### src/rtl/nic_pkg.sv
package nic_pkg;

  // control register offsets (outside the per-source windows)
  localparam int OFS_VEC_RD  = 'h40;
  localparam int OFS_CUR     = 'h44;
  localparam int OFS_EOI     = 'h48;
  localparam int OFS_EN_SET  = 'h4C;
  localparam int OFS_EN_CLR  = 'h50;
  localparam int OFS_PEND    = 'h54;
  localparam int OFS_SPUR    = 'h58;

  // field positions
  localparam int MODE_EDGE_BIT = 4;
  localparam int CUR_PRIO_LSB  = 8;

  typedef enum logic [3:0] {
    CMD_IDLE,
    CMD_MODE_WR,
    CMD_VEC_WR,
    CMD_VEC_RD,
    CMD_EOI,
    CMD_EN_SET,
    CMD_EN_CLR,
    CMD_SPUR_WR
  } bus_cmd_e;

endpackage

### src/rtl/nic_src_capture.sv
module nic_src_capture #(
  parameter int NUM_SRC = 32
) (
  input  logic               clk,
  input  logic               rst_n,
  input  logic [NUM_SRC-1:0] src_in,
  input  logic [NUM_SRC-1:0] edge_mode,
  input  logic [NUM_SRC-1:0] clr,
  output logic [NUM_SRC-1:0] pend
);

  for (genvar s = 0; s < NUM_SRC; s++) begin : g_cap
    logic meta_q, sync_q, prev_q, ep_q;
    logic ep_d, rise;

    assign rise = sync_q & ~prev_q;

    always_comb begin
      if (edge_mode[s]) ep_d = (ep_q & ~clr[s]) | rise;
      else              ep_d = 1'b0;
    end

    always_ff @(posedge clk or negedge rst_n) begin
      if (!rst_n) begin
        meta_q <= 1'b0;
        sync_q <= 1'b0;
        prev_q <= 1'b0;
        ep_q   <= 1'b0;
      end else begin
        meta_q <= src_in[s];
        sync_q <= meta_q;
        prev_q <= sync_q;
        ep_q   <= ep_d;
      end
    end

    assign pend[s] = edge_mode[s] ? ep_q : sync_q;

    // a rising edge in edge mode always latches
    a_r3_edge_latch: assert property (@(posedge clk) disable iff (!rst_n)
      (edge_mode[s] && rise) |=> ep_q);

    // selection clears the latch unless a new edge arrives
    a_r6_edge_clear: assert property (@(posedge clk) disable iff (!rst_n)
      (edge_mode[s] && clr[s] && !rise) |=> !ep_q);
  end

endmodule

### src/rtl/nic_arbiter.sv
module nic_arbiter #(
  parameter int NUM_SRC = 32,
  parameter int PRIO_W  = 3,
  localparam int SRC_W  = $clog2(NUM_SRC)
) (
  input  logic                           clk,
  input  logic                           rst_n,
  input  logic [NUM_SRC-1:0]             pend,
  input  logic [NUM_SRC-1:0]             en,
  input  logic [NUM_SRC-1:0][PRIO_W-1:0] prio_all,
  input  logic                           nested,
  input  logic [PRIO_W-1:0]              cur_prio,
  output logic                           found,
  output logic [SRC_W-1:0]               win_src,
  output logic [PRIO_W-1:0]              win_prio
);

  // strict '>' on the running best keeps the lowest number on ties
  always_comb begin
    found    = 1'b0;
    win_src  = '0;
    win_prio = '0;
    for (int s = 0; s < NUM_SRC; s++) begin
      if (s != 0 && pend[s] && en[s]
          && (!nested || prio_all[s] > cur_prio)
          && (!found || prio_all[s] > win_prio)) begin
        found    = 1'b1;
        win_src  = SRC_W'(s);
        win_prio = prio_all[s];
      end
    end
  end

  // the reserved slot never wins
  a_r12_no_src0: assert property (@(posedge clk) disable iff (!rst_n)
    found |-> (win_src != '0));

  // a winner is always an enabled pending source
  a_r11_winner_enabled: assert property (@(posedge clk) disable iff (!rst_n)
    found |-> (pend[win_src] && en[win_src]));

endmodule

### src/rtl/nic_prio_stack.sv
module nic_prio_stack #(
  parameter int DEPTH  = 8,
  parameter int SRC_W  = 5,
  parameter int PRIO_W = 3,
  localparam int CNT_W = $clog2(DEPTH + 1),
  localparam int IDX_W = $clog2(DEPTH)
) (
  input  logic              clk,
  input  logic              rst_n,
  input  logic              push,
  input  logic              pop,
  input  logic [SRC_W-1:0]  push_src,
  input  logic [PRIO_W-1:0] push_prio,
  output logic              empty,
  output logic              full,
  output logic [SRC_W-1:0]  top_src,
  output logic [PRIO_W-1:0] top_prio,
  output logic [CNT_W-1:0]  level
);

  logic [SRC_W-1:0]  src_mem  [DEPTH];
  logic [PRIO_W-1:0] prio_mem [DEPTH];
  logic [CNT_W-1:0]  cnt_q, cnt_d;
  logic              wr_en;
  logic [IDX_W-1:0]  wr_idx, top_idx;

  assign empty   = (cnt_q == '0);
  assign full    = (cnt_q == CNT_W'(DEPTH));
  assign wr_en   = push && !full;
  assign wr_idx  = IDX_W'(cnt_q);
  assign top_idx = IDX_W'(cnt_q - 1'b1);
  assign level   = cnt_q;

  always_comb begin
    cnt_d = cnt_q;
    if (wr_en)            cnt_d = cnt_q + 1'b1;
    else if (pop && !empty) cnt_d = cnt_q - 1'b1;
  end

  always_ff @(posedge clk or negedge rst_n) begin
    if (!rst_n) cnt_q <= '0;
    else        cnt_q <= cnt_d;
  end

  always_ff @(posedge clk) begin
    if (wr_en) begin
      src_mem[wr_idx]  <= push_src;
      prio_mem[wr_idx] <= push_prio;
    end
  end

  assign top_src  = empty ? '0 : src_mem[top_idx];
  assign top_prio = empty ? '0 : prio_mem[top_idx];

  // strict nesting means a push never meets a full stack
  a_r7_push_room: assert property (@(posedge clk) disable iff (!rst_n)
    push |-> !full);

  // popping an empty stack leaves it empty
  a_r9_pop_empty: assert property (@(posedge clk) disable iff (!rst_n)
    (pop && empty && !push) |=> empty);

  // a pop on a non-empty stack drops exactly one level
  a_r8_pop_one: assert property (@(posedge clk) disable iff (!rst_n)
    (pop && !empty && !push) |=> (level == CNT_W'($past(level) - 1'b1)));

endmodule

### src/rtl/nest_irq_ctrl.sv
module nest_irq_ctrl
  import nic_pkg::*;
#(
  parameter int NUM_SRC = 32,
  parameter int PRIO_W  = 3,
  parameter int VEC_W   = 32,
  parameter int DEPTH   = 8,
  parameter int ADDR_W  = 8
) (
  input  logic               clk,
  input  logic               rst_n,
  input  logic [NUM_SRC-1:0] irq_src,
  input  logic               bus_sel,
  input  logic               bus_wr,
  input  logic [ADDR_W-1:0]  bus_addr,
  input  logic [VEC_W-1:0]   bus_wdata,
  output logic [VEC_W-1:0]   bus_rdata,
  output logic               irq_n
);

  localparam int SRC_W = $clog2(NUM_SRC);
  localparam int WIN_W = ADDR_W - SRC_W;
  localparam int CNT_W = $clog2(DEPTH + 1);

  // ---------------- reset release ----------------
  logic rst_meta_q, rst_core_n;
  always_ff @(posedge clk or negedge rst_n) begin
    if (!rst_n) begin
      rst_meta_q <= 1'b0;
      rst_core_n <= 1'b0;
    end else begin
      rst_meta_q <= 1'b1;
      rst_core_n <= rst_meta_q;
    end
  end

  // ---------------- bus decode ----------------
  bus_cmd_e         cmd;
  logic [WIN_W-1:0] win;
  logic [SRC_W-1:0] idx;

  assign win = bus_addr[ADDR_W-1:SRC_W];
  assign idx = bus_addr[SRC_W-1:0];

  always_comb begin
    cmd = CMD_IDLE;
    if (bus_sel) begin
      if (bus_wr) begin
        if (win == '0)                            cmd = CMD_MODE_WR;
        else if (win == WIN_W'(1))                cmd = CMD_VEC_WR;
        else if (bus_addr == ADDR_W'(OFS_EOI))    cmd = CMD_EOI;
        else if (bus_addr == ADDR_W'(OFS_EN_SET)) cmd = CMD_EN_SET;
        else if (bus_addr == ADDR_W'(OFS_EN_CLR)) cmd = CMD_EN_CLR;
        else if (bus_addr == ADDR_W'(OFS_SPUR))   cmd = CMD_SPUR_WR;
      end else if (bus_addr == ADDR_W'(OFS_VEC_RD)) begin
        cmd = CMD_VEC_RD;
      end
    end
  end

  // ---------------- per-source configuration ----------------
  logic [NUM_SRC-1:0][PRIO_W-1:0] prio_all;
  logic [NUM_SRC-1:0]             edge_all;
  logic [NUM_SRC-1:0][VEC_W-1:0]  vec_all;

  for (genvar s = 0; s < NUM_SRC; s++) begin : g_cfg
    if (s == 0) begin : g_rsvd
      assign prio_all[s] = '0;
      assign edge_all[s] = 1'b0;
      assign vec_all[s]  = '0;
    end else begin : g_live
      logic [PRIO_W-1:0] prio_q;
      logic              edge_q;
      logic [VEC_W-1:0]  vec_q;
      logic              hit;

      assign hit = (idx == SRC_W'(s));

      always_ff @(posedge clk or negedge rst_core_n) begin
        if (!rst_core_n) begin
          prio_q <= '0;
          edge_q <= 1'b0;
        end else if (cmd == CMD_MODE_WR && hit) begin
          prio_q <= bus_wdata[PRIO_W-1:0];
          edge_q <= bus_wdata[MODE_EDGE_BIT];
        end
      end

      always_ff @(posedge clk or negedge rst_core_n) begin
        if (!rst_core_n)                      vec_q <= '0;
        else if (cmd == CMD_VEC_WR && hit)    vec_q <= bus_wdata;
      end

      assign prio_all[s] = prio_q;
      assign edge_all[s] = edge_q;
      assign vec_all[s]  = vec_q;
    end
  end

  // ---------------- capture, arbitration, stack ----------------
  logic [NUM_SRC-1:0] pend, clr, en_q, en_d;
  logic               found, stk_empty, stk_full;
  logic [SRC_W-1:0]   win_src, top_src;
  logic [PRIO_W-1:0]  win_prio, top_prio;
  logic [CNT_W-1:0]   stk_level;
  logic               push, pop;

  assign push = (cmd == CMD_VEC_RD) && found;
  assign pop  = (cmd == CMD_EOI);

  always_comb begin
    clr = '0;
    if (push) clr[win_src] = 1'b1;
  end

  nic_src_capture #(.NUM_SRC(NUM_SRC)) u_cap (
    .clk       (clk),
    .rst_n     (rst_core_n),
    .src_in    (irq_src),
    .edge_mode (edge_all),
    .clr       (clr),
    .pend      (pend)
  );

  nic_arbiter #(.NUM_SRC(NUM_SRC), .PRIO_W(PRIO_W)) u_arb (
    .clk      (clk),
    .rst_n    (rst_core_n),
    .pend     (pend),
    .en       (en_q),
    .prio_all (prio_all),
    .nested   (!stk_empty),
    .cur_prio (top_prio),
    .found    (found),
    .win_src  (win_src),
    .win_prio (win_prio)
  );

  nic_prio_stack #(.DEPTH(DEPTH), .SRC_W(SRC_W), .PRIO_W(PRIO_W)) u_stk (
    .clk       (clk),
    .rst_n     (rst_core_n),
    .push      (push),
    .pop       (pop),
    .push_src  (win_src),
    .push_prio (win_prio),
    .empty     (stk_empty),
    .full      (stk_full),
    .top_src   (top_src),
    .top_prio  (top_prio),
    .level     (stk_level)
  );

  // ---------------- global registers ----------------
  logic [VEC_W-1:0] spur_q, spur_d;
  logic             irq_n_q, irq_n_d;

  always_comb begin
    en_d    = en_q;
    spur_d  = spur_q;
    irq_n_d = ~found;
    if (cmd == CMD_EN_SET) en_d = en_q | bus_wdata[NUM_SRC-1:0];
    if (cmd == CMD_EN_CLR) en_d = en_q & ~bus_wdata[NUM_SRC-1:0];
    if (cmd == CMD_SPUR_WR) spur_d = bus_wdata;
    en_d[0] = 1'b0;
  end

  always_ff @(posedge clk or negedge rst_core_n) begin
    if (!rst_core_n) begin
      en_q    <= '0;
      spur_q  <= '0;
      irq_n_q <= 1'b1;
    end else begin
      en_q    <= en_d;
      spur_q  <= spur_d;
      irq_n_q <= irq_n_d;
    end
  end

  assign irq_n = irq_n_q;

  // ---------------- read mux ----------------
  always_comb begin
    bus_rdata = '0;
    if (win == '0) begin
      bus_rdata[PRIO_W-1:0]    = prio_all[idx];
      bus_rdata[MODE_EDGE_BIT] = edge_all[idx];
    end else if (win == WIN_W'(1)) begin
      bus_rdata = vec_all[idx];
    end else if (bus_addr == ADDR_W'(OFS_VEC_RD)) begin
      bus_rdata = found ? vec_all[win_src] : spur_q;
    end else if (bus_addr == ADDR_W'(OFS_CUR)) begin
      bus_rdata[SRC_W-1:0]                = top_src;
      bus_rdata[CUR_PRIO_LSB +: PRIO_W]   = top_prio;
    end else if (bus_addr == ADDR_W'(OFS_EN_SET)) begin
      bus_rdata[NUM_SRC-1:0] = en_q;
    end else if (bus_addr == ADDR_W'(OFS_PEND)) begin
      bus_rdata[NUM_SRC-1:0] = pend & ~NUM_SRC'(1);
    end else if (bus_addr == ADDR_W'(OFS_SPUR)) begin
      bus_rdata = spur_q;
    end
  end

  // a nested push must outrank the level in service
  a_r7_strict_nest: assert property (@(posedge clk) disable iff (!rst_core_n)
    (push && !stk_empty) |-> (win_prio > top_prio));

  // a read with no qualifying source leaves the stack untouched
  a_r10_spur_no_push: assert property (@(posedge clk) disable iff (!rst_core_n)
    (cmd == CMD_VEC_RD && !found) |=> $stable(stk_level));

  // irq_n only falls when some source qualified the cycle before
  a_r2_irq_cause: assert property (@(posedge clk) disable iff (!rst_core_n)
    $fell(irq_n) |-> $past(found));

endmodule

### config.mk
export PLATFORM = sky130hd
export DESIGN_NAME = nest_irq_ctrl
export DESIGN_NICKNAME = d
export VERILOG_FILES = /design/src/rtl/nic_pkg.sv /design/src/rtl/nic_src_capture.sv /design/src/rtl/nic_arbiter.sv /design/src/rtl/nic_prio_stack.sv /design/src/rtl/nest_irq_ctrl.sv
export SDC_FILE = /design/constraint.sdc
export NUM_CORES = 2
export LEC_CHECK = 0
export BUFFER_PORTS_ARGS = -buffer_cell sky130_fd_sc_hd__buf_2
export CAP_MARGIN = 20
export CORE_UTILIZATION = 30
export CTS_BUF_LIST = sky130_fd_sc_hd__clkbuf_4 sky130_fd_sc_hd__clkbuf_8
export CTS_CLUSTER_DIAMETER = 40
export CTS_CLUSTER_SIZE = 8
export DETAILED_ROUTE_END_ITERATION = 12
export PLACE_DENSITY = 0.56
export SLEW_MARGIN = 20
export SYNTH_ARGS = -nofsm -noshare
export SYNTH_HDL_FRONTEND = slang
export SYNTH_SLANG_ARGS = --single-unit
export TNS_END_PERCENT = 20
### constraint.sdc
create_clock -name clk -period 61.9 [get_ports clk]
set_input_delay 12.38 -clock clk [delete_from_list [all_inputs] [get_ports clk]]
set_output_delay 12.38 -clock clk [all_outputs]
set_load 0.01 [all_outputs]
Word level (Yosys, flattened, before mapping)
Memories as Yosys holds them, arrays and structs flattened.
Index checks and enable logic that the tools add are counted.
{"block": "totals", "elab_cells": 949, "output_inout_bits": 33, "inputBits": 76, "regBits": 1310, "mem_count": 2, "latchBits": 0, "ram_bits": 64, "mem_bits_ro": 0}
{"block": "op_classes", "n_addsub": 2, "shifts": 0, "n_bitwise": 159, "mux": 197, "magnitude_cmp": 64, "mul": 0, "reduce_logical": 255, "div_mod_pow": 0, "n_eq_ne": 47}
{"name": "u_stk.src_mem", "depth": 8, "width": 5, "read_ports": 1, "rd_ports_with_merged_regs": 0, "write_ports": 1, "line_no": "nic_prio_stack.sv:21", "source": "logic [SRC_W-1:0] src_mem [DEPTH];"}
{"name": "u_stk.prio_mem", "depth": 8, "width": 3, "read_ports": 1, "rd_ports_with_merged_regs": 0, "write_ports": 1, "line_no": "nic_prio_stack.sv:22", "source": "logic [PRIO_W-1:0] prio_mem [DEPTH];"}
{"op": "two-way mux 32 bit", "count": 11}
{"op": "binary-select mux 32 bit (select 5 bit)", "count": 2}
{"op": "> comparator 3 bit", "count": 61}
{"op": "two-way mux 5 bit", "count": 32}
{"op": "logical AND 1 bit", "count": 158}
{"op": "two-way mux 3 bit", "count": 38}
{"op": "two-way mux 1 bit", "count": 100}
{"op": "== test 5 bit, second input constant", "count": 16}
{"op": "NOT 1 bit", "count": 63}
{"op": "bitwise AND 1 bit", "count": 62}
{"op": "logical OR 1 bit", "count": 61}
{"op": "== test 8 x 7 -> 1 bit, second input constant", "count": 7}
{"op": "== test 5 x 4 -> 1 bit, second input constant", "count": 8}
{"op": "bitwise AND 32 bit", "count": 1}
{"op": "logical NOT 1 bit", "count": 32}
{"op": "two-way mux 4 bit", "count": 8}
{"op": "NOT 32 bit", "count": 1}
{"op": "bitwise OR 32 bit", "count": 1}
{"op": "bitwise OR 1 bit", "count": 31}
{"op": "two-way mux 27 bit", "count": 1}
{"op": "two-way mux 21 bit", "count": 1}
{"op": "== test 5 x 3 -> 1 bit, second input constant", "count": 4}
{"op": "== test 4 x 3 -> 1 bit, second input constant", "count": 4}
{"op": "binary-select mux 3 bit (select 5 bit)", "count": 1}
{"op": "16 further kinds", "count": 20}

Depth between registers and ports, before layout
An unclocked memory read counts as a cell.
{"block": "logic_depth", "word_depth": 136, "ltp_mapped": 284, "mapped_depth_nobuf": 272}

Cells and area by module
Synthesis repeated with hierarchy kept, for this count alone.
{"block": "hier_totals", "hier_cells": 5798, "hier_area_um2": 76997.6}
{"module": "nest_irq_ctrl", "seq_area_each_um2": 29579.6, "instances": 1, "cells_each": 4420, "area_each_um2": 63119.3}
{"module": "nic_arbiter", "seq_area_each_um2": 0.0, "instances": 1, "cells_each": 955, "area_each_um2": 6590.1}
{"module": "nic_src_capture", "seq_area_each_um2": 3203.1, "instances": 1, "cells_each": 256, "area_each_um2": 4444.3}
{"module": "nic_prio_stack", "seq_area_each_um2": 2021.9, "instances": 1, "cells_each": 167, "area_each_um2": 2844.0}

Worst setup path before layout
OpenSTA, ideal clock, no wires.
{"block": "synth_timing", "path_kind": "flip-flop to output port", "startpoint": "reg u_stk.cnt_q[0], in the netlist u_stk.level[0]", "endpoint": "out bus_rdata[13]", "path_stages_with_launch": 251, "required_ps": 49520, "path_slack_ps": 1742, "t_arrival_ps": 47778, "cell_sequence": "dfrtp_1 > clkbuf_1 > clkbuf_1 > clkbuf_1 > inv_1 > ha_1 > clkbuf_1 > clkbuf_1 > mux4_2 > mux2i_1 > nor2_1 > ha_1 > nand3_1 > nand2b_1 > o211a_1 > nand2_1 > ha_1 > nor2b_1 > [... 215 more ...] > o21a_1 > o21ai_0 > o22ai_1 > a21o_1 > buf_2 > nor4b_2 > a21bo_1 > nand4_1 > nor3_1 > nand2_1 > or2_1 > clkbuf_1 > buf_2 > a221oi_1 > a311oi_1 > nand4_1 > a2111oi_0 > a211o_1"}
{"block": "synth_between", "elab_chain_cells": 133}
{"item": "from (decl)", "line_no": "nic_prio_stack.sv:23", "source": "logic [CNT_W-1:0] cnt_q, cnt_d;"}
{"item": "from (signal assigned)", "line_no": "nic_prio_stack.sv:42", "source": "else cnt_q <= cnt_d;"}
{"item": "subtractor 4 x 1 -> 4 bit", "line_no": "nic_prio_stack.sv:31", "source": "assign top_idx = IDX_W'(cnt_q - 1'b1);"}
{"item": "memory (8 x 3 bit)"}
{"item": "two-way mux 3 bit", "line_no": "nic_prio_stack.sv:53", "source": "assign top_prio = empty ? '0 : prio_mem[top_idx];"}
{"item": "> comparator 3 bit", "line_no": "nic_arbiter.sv:25", "source": "&& (!nested || prio_all[s] > cur_prio)"}
{"item": "logical OR 1 bit", "line_no": "nic_arbiter.sv:25"}
{"item": "logical AND 1 bit", "line_no": "nic_arbiter.sv:25"}
{"item": "two-way mux 3 bit or two-way mux 1 bit (tied branches)", "line_no": "nic_arbiter.sv:24", "source": "if (s != 0 && pend[s] && en[s]"}
{"item": "> comparator 3 bit or logical NOT 1 bit (tied branches)", "line_no": "nic_arbiter.sv:26", "source": "&& (!found || prio_all[s] > win_prio)) begin"}
{"item": "[... 117 more ...]"}
{"item": "logical AND 1 bit", "line_no": "nic_arbiter.sv:26"}
{"item": "two-way mux 5 bit", "line_no": "nic_arbiter.sv:24"}
{"item": "binary-select mux 32 bit (select 5 bit)", "line_no": "nest_irq_ctrl.sv:189", "source": "bus_rdata = found ? vec_all[win_src] : spur_q;"}
{"item": "two-way mux 32 bit (implied by the code)", "line_no": "nest_irq_ctrl.sv:189"}
{"item": "two-way mux 32 bit *", "line_no": "nest_irq_ctrl.sv:189"}
{"item": "two-way mux 32 bit *", "line_no": "nest_irq_ctrl.sv:188", "source": "end else if (bus_addr == ADDR_W'(OFS_VEC_RD)) begin"}
{"item": "two-way mux 32 bit *", "line_no": "nest_irq_ctrl.sv:186", "source": "end else if (win == WIN_W'(1)) begin"}
{"item": "two-way mux 27 bit *", "line_no": "nest_irq_ctrl.sv:183", "source": "if (win == '0) begin"}
{"item": "to (decl)", "line_no": "nest_irq_ctrl.sv:17", "source": "output logic [VEC_W-1:0] bus_rdata,"}
Mark *: on every way between the ends. The rest lies on a longest branch, timed or not. The select of a mux whose other input is x is not followed.

Final worst setup path
{"block": "layout_timing", "startpoint": "reg u_stk.cnt_q[0], in the netlist u_stk.level[0]", "endpoint": "out bus_rdata[6]"}
Same word-level chain as after synthesis.

==> results.json <==
{
  "outcome": "completed",
  "critPathMaxFanout": 40,
  "critPathArrivalTime_ns": 46.98,
  "postCtsHoldBufs": 0,
  "drive_gt1_share_pct": 36.5,
  "dominantRegCellSynth": "dfrtp_1",
  "clk_latency_ns": 1.03,
  "crit_top_cell": "ha_1",
  "cp_data_required_time_ns": 49.52,
  "globalRouteTotalUtil_pct": 22.7,
  "synth_top_area_share_pct": 42.8,
  "yosysMostFrequentCell": "dfrtp_1",
  "power_mw": 2.18,
  "syn-cell-area_mm2": 0.0766,
  "slew_headroom_pct": 14.6,
  "finClkSkew_ns": 0.0964,
  "cp.buffers_inverters": 24,
  "crit_family": "compound AO/OA/AOI/OAI gates",
  "path_clk_slew_ns": 0.06,
  "grt_pass1_vias": 58200,
  "worst_slew_pin_slew_ns": 1.27,
  "synthTopCellsByCount": "dfrtp_1, mux2_2, nand2_1",
  "grt_overflow_total": 0,
  "synth_warnings": 0,
  "routed_wl_mm": 298,
  "routedWlPerCell_um": 29.2,
  "power_density_mw_per_mm2": 25.1,
  "stdcell_count": 10200,
  "core_mm2": 0.254,
  "worstSetupStartpointType": "flop",
  "place.gp.congestion": 0.913,
  "ys_ff_latch": 1374,
  "nets": 6926,
  "cts_tree": "done",
  "vias_per_cell": 5.85,
  "area_delta_synth_final_pct": 13.6,
  "critical_path.max_stage_delay_ns": 0.56,
  "min_period_ns": 59.36,
  "synth_fp_nets": 6841,
  "start_util_pct": 30.2,
  "num_rows": 185,
  "fmax_mhz": 16.8,
  "grt_max_degree": 163,
  "synth_edf_count": 64,
  "clock_sinks": 1374,
  "n_fill_cell": 25100,
  "cts_root_buf": "clkbuf_8",
  "syn_inst": 6601,
  "dr_total_vias": 59600,
  "cp_slowest_cell": "nor4_1",
  "netlist_top_cells_area": "dfrtp_1, mux2_2, mux4_2, nand2_1, ha_1",
  "antenna_found_initial": 39,
  "cts_max_level": 4,
  "critPathKind": "flop to output port",
  "fp.dieH_um": 507,
  "ant_nets": 0,
  "clockBufferDepth": 3,
  "setup_viol": 0,
  "utilization_pct": 34.3,
  "maxCapViolations": 0,
  "end_kind": "output port",
  "die_area_mm2": 0.257,
  "portBuffers": 107,
  "min_period_over_period_pct": 95.9,
  "grt_pass1_wl_mm": 426,
  "dp_hpwl_mm": 179,
  "hp-class": "flop to flop",
  "setup_tns_ns": 0,
  "postSynth.asyncResetShare_pct": 95.3,
  "ys_types": 113,
  "leakagePower_nw": 38.4,
  "seq_area_frac_synth_pct": 45.3,
  "hold_violations": 0,
  "slew_viol_final": 0,
  "drc": 0,
  "peakVddDrop_mv": 0.0211,
  "timing.hold.ws_ns": 0.349,
  "dp_cells": 9772,
  "cts_made_buffers": 222,
  "avgSynthCellArea_um2": 11.6,
  "drt-pass1-iter-count": 6,
  "io_pins": 109,
  "fp.dieW_um": 507,
  "drt_iter0_drc": 6807,
  "synth_largest_area_cell": "dfrtp_1"
}
==> stage by stage <==
stage | worst slack, ns | instance area (µm²)
4_1_cts | 0.0487 | 86100
6_report | 2.54 | 87000
3_3_place_gp | -0.344 | 81200
5_1_grt | -0.272 | 87000
3_5_place_dp | -0.670 | 81200
2_1_floorplan | 1.74 | 76600
==> layer usage <==
layer	routed length, µm	GRT usage (%)
met5	146	0
met4	14100	10.3
met3	31300	5.93
met2	131000	33.8
met1	122000	30.8
==> power breakdown <==
group	switching, mW	internal (mW)	leakage, nW
sequential	0.0351	0.946	18.4
combinational	0.218	0.142	17.6
clock	0.395	0.448	2.36
==> state kept, by name, indices dropped and copies added, names as in the netlist <==
| name | cells |
|---|---|
| u_stk.level | 4 |
| u_cap.g_cap.meta_q | 31 |
| u_cap.g_cap.prev_q | 31 |
| u_stk.src_mem | 40 |
| irq_n | 1 |
| spur_q | 32 |
| en_q | 31 |
| g_cfg.g_live.edge_q | 31 |
| u_stk.prio_mem | 24 |
| u_cap.g_cap.ep_q | 31 |
| g_cfg.g_live.vec_q | 992 |
| u_cap.g_cap.sync_q | 31 |
| rst_meta_q | 1 |
| g_cfg.g_live.prio_q | 93 |
| rst_core_n | 1 |
==> layout make-up <==
| type | instances | area [µm²] | share of cell area [%] |
|---|---|---|---|
| clock inverters | 60 | 785 | 0.902 |
| well taps | 3366 | 4210 | 4.84 |
| flip-flops and latches | 1374 | 34700 | 39.9 |
| multi-input cells | 4609 | 40200 | 46.3 |
| inverters | 109 | 452 | 0.519 |
| repair inverters | 1 | 11.3 | 0.0129 |
| clock buffers | 294 | 3760 | 4.32 |
| repair buffers | 369 | 2760 | 3.17 |
| diodes | 17 | 42.5 | 0.0489 |
==> what timing repair did <==
action,in CTS,in global routing
setup buffers,16,37
gates resized for setup,61,114
pin swaps,9,30
endpoints found under the setup margin,32,32
gates cloned,1,2
==> logic make-up after synthesis <==
logic type,synth area share [%]
and+or+nand+nor,10.9
muxes,29.1
DFF,45.3
AOI/OAI and AO/OA,8.45
buffers and inverters,3.45
adders and majority gates,2.68
xor gates and xnor gates,0.0343
other,0.00490
==> layout by cell type (no fill, tap or decap), types with 16 or more instances in the layout <==
cell / instances
dfrtp_1: 1307
mux2_2: 1183
nand2_1: 995
mux4_2: 357
nand3_1: 354
clkbuf_8: 248
buf_4: 238
a21oi_1: 230
ha_1: 163
o21ai_0: 136
nor2_1: 121
inv_1: 106
buf_2: 102
mux2i_1: 80
edfxtp_1: 64
nand2b_1: 55
a22o_1: 54
a22oi_1: 47
clkbuf_4: 46
nor3_1: 42
a31oi_1: 39
o211ai_1: 36
o22ai_1: 36
nor2b_1: 34
and3_1: 34
a21boi_0: 34
nand4_1: 32
nor4_1: 31
a211oi_1: 30
clkinv_2: 21
a32oi_1: 20
o21ai_1: 20
a21oi_2: 20
diode_2: 17
a221oi_1: 17
a21o_1: 17
o21a_1: 16
or2_2: 16
==> final timing paths <==
check	cells after the start	startpoint	endpoint	slack, ns
worst max register to register	249	u_stk.level[0]$_DFFE_PN0P_	u_cap.g_cap[20].ep_q$_DFF_PN0_	16.20
min in group asynchronous	0	rst_core_n$_DFF_PN0_	g_cfg[24].g_live.vec_q[5]$_DFFE_PN0P_	0.47
worst min-delay path	0	u_cap.g_cap[15].meta_q$_DFF_PN0_	u_cap.g_cap[15].sync_q$_DFF_PN0_	0.35
worst max-delay path	252	u_stk.level[0]$_DFFE_PN0P_	bus_rdata[6]	2.54
worst min register to register	0	u_cap.g_cap[15].meta_q$_DFF_PN0_	u_cap.g_cap[15].sync_q$_DFF_PN0_	0.35
max in group asynchronous	1	rst_n	rst_core_n$_DFF_PN0_	50.64
Note: power is estimated with default switching activity, not from simulation.
